$ cat config.mk
export PLATFORM = sky130hd
export DESIGN_NAME = muldiv_unit
export DESIGN_NICKNAME = d
export VERILOG_FILES = /design/src/rtl/muldiv_unit.sv
export SDC_FILE = /design/constraint.sdc
export NUM_CORES = 1
export LEC_CHECK = 0
export ABC_AREA = 0
export BUFFER_PORTS_ARGS = -buffer_cell sky130_fd_sc_hd__buf_2
export CORE_UTILIZATION = 30
export CTS_CLUSTER_DIAMETER = 120
export CTS_CLUSTER_SIZE = 30
export DETAILED_ROUTE_END_ITERATION = 6
export SYNTH_ARGS = -nofsm -noshare
export SYNTH_HDL_FRONTEND = slang
export SYNTH_SLANG_ARGS = --single-unit
$ cat constraint.sdc
create_clock -name clk -period 2.3 [get_ports clk]
set_input_delay 0.115 -clock clk [delete_from_list [all_inputs] [get_ports clk]]
set_output_delay 0.115 -clock clk [all_outputs]
set_load 0.05 [all_outputs]
$ cat src/rtl/muldiv_unit.sv
module muldiv_unit #(
  parameter int OPW = 8
) (
  input  logic                 clk,
  input  logic                 rst_n,
  input  logic                 wr_en,
  input  logic [2:0]           wr_sel,
  input  logic [OPW-1:0]       wr_data,
  output logic [2*OPW-1:0]     quotient,
  output logic [2*OPW-1:0]     prod_rem,
  output logic                 busy
);
  localparam int RW = 2 * OPW;
  localparam int SW = 3 * OPW;
  localparam int MUL_STEPS = OPW;
  localparam int DIV_STEPS = 2 * OPW;
  localparam int CW = $clog2(DIV_STEPS + 1);
  localparam logic [2:0] SEL_MCAND = 3'd0;
  localparam logic [2:0] SEL_MPLR  = 3'd1;
  localparam logic [2:0] SEL_DLO   = 3'd2;
  localparam logic [2:0] SEL_DHI   = 3'd3;
  localparam logic [2:0] SEL_DIVR  = 3'd4;

  logic [OPW-1:0] mcand;
  logic [RW-1:0]  dvd, quot, pr;
  logic [SW-1:0]  shf, shr;
  logic [CW-1:0]  cnt;
  logic           is_div, ge;

  assign busy     = (cnt != '0);
  assign quotient = quot;
  assign prod_rem = pr;
  assign shr      = shf >> 1;
  assign ge       = {{OPW{1'b0}}, pr} >= shr;

  always_ff @(posedge clk) begin
    if (!rst_n) begin
      mcand  <= '0;
      dvd    <= '0;
      quot   <= '0;
      pr     <= '0;
      shf    <= '0;
      cnt    <= '0;
      is_div <= 1'b0;
    end else begin
      if (busy) begin
        cnt <= cnt - 1'b1;
        if (!is_div) begin
          if (quot[0]) pr <= pr + shf[RW-1:0];
          quot <= quot >> 1;
          shf  <= shf << 1;
        end else begin
          quot <= {quot[RW-2:0], ge};
          shf  <= shr;
          if (ge) pr <= pr - shr[RW-1:0];
        end
      end
      if (wr_en) begin
        case (wr_sel)
          SEL_MCAND: mcand <= wr_data;
          SEL_MPLR: begin
            pr <= '0;
            if (!busy) begin
              quot   <= {wr_data, mcand};
              shf    <= {{(SW-OPW){1'b0}}, wr_data};
              cnt    <= CW'(MUL_STEPS);
              is_div <= 1'b0;
            end
          end
          SEL_DLO: dvd[OPW-1:0] <= wr_data;
          SEL_DHI: dvd[RW-1:OPW] <= wr_data;
          SEL_DIVR: begin
            pr <= dvd;
            if (!busy) begin
              shf    <= {wr_data, {RW{1'b0}}};
              cnt    <= CW'(DIV_STEPS);
              is_div <= 1'b1;
            end
          end
          default: ;
        endcase
      end
    end
  end

  logic mul_wr, div_wr;
  assign mul_wr = wr_en && (wr_sel == SEL_MPLR);
  assign div_wr = wr_en && (wr_sel == SEL_DIVR);

  a_r1_idle_stays_idle: assert property (@(posedge clk) disable iff (!rst_n)
    (!busy && !mul_wr && !div_wr) |=> !busy);
  a_r2_start_raises_busy: assert property (@(posedge clk) disable iff (!rst_n)
    (!busy && (mul_wr || div_wr)) |=> busy);
  a_r6_mul_start_clears: assert property (@(posedge clk) disable iff (!rst_n)
    mul_wr |=> (prod_rem == '0));
  a_r7_div_start_copies: assert property (@(posedge clk) disable iff (!rst_n)
    div_wr |=> (prod_rem == $past(dvd)));
  a_r8_reject_no_restart: assert property (@(posedge clk) disable iff (!rst_n)
    (busy && (mul_wr || div_wr) && cnt == CW'(1)) |=> !busy);
endmodule

Word level (Yosys, flattened, before mapping)

Index checks and enable logic that the tools add are counted.

Input bits: 14
Memory bits (read-only): 0
Memories kept: 0
Bits in writable memories: 0
Bits in registers: 86
Word-level logic and storage cells: 50
Latch bits: 0

Equal/unequal tests: 6
Divide/modulo/power cells: 0
Shifts and indexed selects: 0
Multiply operators: 0
Mux-type cells: 25
Bitwise gates (word level): 0
Reductions and logical operators: 7
Order comparisons: 1
$add $sub $neg: 3

Operators with widths:

| kind                                                                   | count |
|---|---|
| 16-bit 2-to-1 mux                                                      | 10 |
| 24-bit 2-to-1 mux                                                      | 5 |
| 24-bit one-hot mux with 2 select lines                                 | 1 |
| 16-bit one-hot mux with 2 select lines                                 | 1 |
| 16-bit by 23-bit greater-or-equal comparator with 1-bit output         | 1 |
| 5-bit 2-to-1 mux                                                       | 4 |
| 16-bit adder                                                           | 1 |
| 16-bit subtractor                                                      | 1 |
| 5-bit one-hot mux with 2 select lines                                  | 1 |
| 3-bit by 2-bit equality test with 1-bit output (second input constant) | 2 |
| 2-bit AND reduction                                                    | 3 |
| 5-bit nonzero test                                                     | 1 |
| 5-bit by 1-bit subtractor with 5-bit output (second input constant)    | 1 |
| 2-bit inequality test (second input constant)                          | 2 |
| 4-bit AND reduction                                                    | 1 |
| 3-bit by 1-bit equality test with 1-bit output (second input constant) | 1 |
| 3-bit equality test (second input constant)                            | 1 |
| 3-bit zero test                                                        | 1 |
| 1-bit 2-to-1 mux                                                       | 2 |
| 1-bit one-hot mux with 2 select lines                                  | 1 |
| 2-bit nonzero test                                                     | 1 |

Longest topological paths before layout

Depth after elaboration: 6
Gate-level depth with buffers: 12

Worst setup path after synthesis

OpenSTA, ideal clock, no wires.

Path type: register to register
Start: register pr[1], in the netlist prod_rem[1]
End: register pr[12], in the netlist prod_rem[12]
Stages on the path, launching flop included: 11
Library setup time: 123 ps
Required time: 2177 ps
Path slack: -471 ps
Arrival time: 2648 ps
Buffers on the path: 0
Period minus slack after synthesis: 2771 ps
Cells stage by stage: dfxtp_1 -> inv_1 -> fa_1 -> nor2b_1 -> o2111ai_1 -> a311o_1 -> nand2_1 -> a311oi_1 -> xnor2_1 -> a222oi_1 -> o21ai_1

Word-level cells in the longest chain between the ends: 6
Elaborated cells on any way between the ends: 9
Those cells by class: add/sub: 2; order compare: 1; mux: 6

RTL lines:

| item                                                                                   | RTL line | RTL |
|---|---|---|
| from (decl)                                                                            | 25       | `logic [RW-1:0] dvd, quot, pr;` |
| from (signal assigned)                                                                 | 49       | `if (quot[0]) pr <= pr + shf[RW-1:0];` |
| from (signal assigned)                                                                 | 55       | `if (ge) pr <= pr - shr[RW-1:0];` |
| from (signal assigned)                                                                 | 73       | `pr <= dvd;` |
| 16-bit by 23-bit greater-or-equal comparator with 1-bit output (tied with other cells) | 34       | `assign ge = {{OPW{1'b0}}, pr} >= shr;` |
| 16-bit 2-to-1 mux (on tied branches)                                                   | 55, 49   |  |
| 16-bit 2-to-1 mux (*)                                                                  | 48       | `if (!is_div) begin` |
| 16-bit 2-to-1 mux (*)                                                                  | 46       | `if (busy) begin` |
| 16-bit one-hot mux with 2 select lines                                                 | 59       | `case (wr_sel)` |
| 16-bit 2-to-1 mux (*)                                                                  | 58       | `if (wr_en) begin` |

Mark *: on every way between the ends. The rest lies on a longest branch, timed or not.
A chain may end at the register's enable or synchronous reset.

Final worst setup path

Start: register pr[4], in the netlist prod_rem[4]
End: register pr[15], in the netlist prod_rem[15]

The elaborated chain is that of the path after synthesis.

==> run summary <==
Sw Share: 44.5%
Req. time, crit path: 2.56 ns
Setup TNS: -1.69 ns
Cells along the critical path: ha_4 > a21o_1 > o21a_4 > o311ai_4 > a211oi_4 > o21ai_4 > buf_4 > nor2_1 > a211o_1 > a22oi_1
Total global-route track usage: 19.8%
CTS tree: yes
WL per Instance: 17.6 µm
Gr busiest metal: met2
RSZ-0062 raised after global routing: true
Fmax: 0.405 GHz
CTS Buf Count: 9
#FFs+latches synth: 86
Number of fill cells: 1774
Htree depth: 3
Multi-input logic area: 0.00408 mm²
Initial antenna violation count: 0
Reg clk slew, reported paths: 0.06 ns
Commonest cells after routing, fill and taps aside: nand2_1, buf_4, dfxtp_1
# IOs: 47
Setup crit end kind: flip-flop
RePlAce Congestion: 0.855
Crit Path Category: reg2reg
Detailed Route WL: 18.9 mm
Total Power: 10.3 mW
Share of layout cells above drive strength 1: 34.8%
Clock Skew: 0.00455 ns
Final setup vio count: 15
HPWL after DPL: 13.3 mm
DIE WIDTH: 138 µm
Met3 Use GR: 2.25%
Core area: 0.0181 mm²
Met1 usage: 26.3%
Drt initial violations: 379
Crit path buffers/inverters: 1
1st-pass router iterations: 7
Initial Utilization: 30.8%
Nets: 888
ANT nets after route: 0
Clk network pwr share: 14.5%
Slew margin rel.: 36.9%
Area growth syn-to-layout: 37.8%
Final Hold Fails: 0
Synthesized instance count: 705
Post-synth EDFFs: 0
Antenna Cells: 0
Leakage: 3.02 nW
Vias per cell: 5.39
Place WS: -0.204 ns
CP max stage cell: dfxtp_4
Crit path launch type: flip-flop
Slowest Stage Delay on Critical Path: 0.36 ns
Fin crit period: 2.47 ns
Synth cell types: 67
Clock Tree Buf Depth: 2
Final Cycle Share: 107%
Vias: 5777
Root Driver: clkbuf_16
Post-Syn Nets: 754
Hold Buf Count CTS: 0
Clock Sinks: 86
Status: finished, violations left
Violated checks: DRC, setup timing
Switching power: 4.59 mW
Hold Crit Class: in2reg
Register share of total power: 21.2%
Hold Worst Slack: 0.0879 ns
Global-route wire length before repair: 30.0 mm
Num rows: 49
Vias in the first global route: 5564
Die area: 0.0191 mm²
Pwr Density: 1340 mW/mm²
Commonest non-fill, non-tap cell in the layout: nand2_1
Worst Path Arrival: 2.73 ns
Critical path's top delay family: compound AO/OA/AOI/OAI gates
Ys flop type: dfxtp_1
GR Util met2: 32.5%
DRC Markers: 5
Register area: 0.00179 mm²
Power Internal: 5.72 mW
Crit Path Max Fanout: 5
Actual slew at the worst max-slew pin: 0.939 ns
Clock latency on the worst-skew pair: 0.35 ns
Overflow after GRT: 0
Largest net degree at the start of global routing: 51
Die Y: 138 µm
Buffers on Ports: 46
Post-Syn Area per Cell: 7.90 µm²
Post-Syn Area: 0.00557 mm²
Seq/Total Area, Yosys: 30.9%
Fraction of registers with async set/reset: 0%
Maximum VDD drop: 0.531 mV
Comb pwr share: 64.3%
Final setup margin: -0.170 ns
Yosys warns: 0
Number of max-cap violations: 0
Core Util, Final: 42.5%
Max Slew Vio Count: 0
-- per-stage QoR --
stage / cells / cell area, µm²
4_1_cts: 1067 / 7450
2_1_floorplan: 705 / 5800
3_3_place_gp: 1042 / 6940
5_1_grt: 1072 / 7680
3_5_place_dp: 1042 / 6940
6_report: 1072 / 7680
-- metal layers --
| layer | up-vias | wire length [µm] |
|---|---|---|
| li1 | 2838 | - |
| met2 | 138 | 8860 |
| met4 | 0 | 408 |
| met1 | 2770 | 8910 |
| met5 | - | 0 |
| met3 | 31 | 696 |
-- worst register-to-register path, stage by stage, from the launching register on --
cell      delay (ns)
dfxtp_4         0.36
ha_4            0.26
a21o_1          0.19
o21a_4          0.23
o311ai_4        0.33
a211oi_4        0.15
o21ai_4         0.26
buf_4           0.17
nor2_1          0.04
a211o_1         0.28
a22oi_1         0.13
-- state kept, by name, indices dropped and copies added, names as in the netlist --
name,cells
shf,24
mcand,8
quotient,16
dvd,16
cnt,5
is_div,1
prod_rem,16
-- layout make-up --
class,count,area share (%)
timing repair buffer,161,14.7
multi-input combinational,555,53.1
inverter,26,1.32
clock inverter,1,0.114
clock buffer,14,3.73
sequential,86,23.3
tap,229,3.73
-- final timing paths --
kind | startpoint | to | slack (ns) | depth (start not counted)
min | wr_data[7] | dvd[15]$_SDFFE_PN0P_ | 0.09 | 3
max reg2reg | prod_rem[4]$_SDFF_PN0_ | prod_rem[15]$_SDFF_PN0_ | -0.17 | 10
max | prod_rem[4]$_SDFF_PN0_ | prod_rem[15]$_SDFF_PN0_ | -0.17 | 10
min reg2reg | dvd[11]$_SDFFE_PN0P_ | dvd[11]$_SDFFE_PN0P_ | 0.45 | 2
-- logic make-up (layout without fill, tap and decap cells) --
| family | count (synthesis) | after routing | share of synthesized area, % |
|---|---|---|---|
| AO/OA/AOI/OAI | 227 | 227 | 27.2 |
| XOR/XNOR | 25 | 25 | 3.93 |
| buffers and inverters | 64 | 202 | 4.54 |
| AND/OR/NAND/NOR | 231 | 231 | 18.4 |
| flip-flops | 86 | 86 | 30.9 |
| multiplexers | 37 | 37 | 6.85 |
| adder cells (fa/ha/maj) | 35 | 35 | 8.13 |
-- power by group through the flow --
stage | clock [mW] | combinational (mW) | sequential (mW)
after floorplan | 0 | 3.32 | 2.67
after global placement | 0 | 5.72 | 2.19
after detailed placement | 0 | 5.75 | 2.19
after CTS | 1.52 | 6.17 | 2.18
after global routing | 1.58 | 7.17 | 2.23
final | 1.49 | 6.63 | 2.19
-- what timing repair did --
action,in CTS,in global routing
pin swaps,23,29
setup endpoints to repair,16,26
gates resized for setup,39,42
buffers inserted,11,5
-- Yosys cell counts, drive strengths merged, types with 5 or more instances --
cell / instances / share of area [%]
a211oi: 23 / 3.2
a21o: 12 / 1.6
a21oi: 49 / 4.4
a221oi: 9 / 1.5
a311oi: 10 / 1.6
a31oi: 23 / 2.6
buf: 10 / 0.90
clkbuf: 28 / 1.9
dfxtp: 86 / 31
ha: 33 / 7.4
inv: 24 / 1.6
mux2: 9 / 1.8
mux2i: 28 / 5.0
nand2: 118 / 7.9
nand2b: 5 / 0.56
nand3: 10 / 0.90
nand4: 5 / 0.56
nor2: 45 / 3.1
nor2b: 13 / 1.5
nor3: 13 / 1.2
o21a: 7 / 0.99
o21ai: 58 / 5.4
or3: 7 / 0.79
xnor2: 19 / 3.0
xor2: 6 / 0.94
No activity file was read; power rests on OpenSTA's default activity.
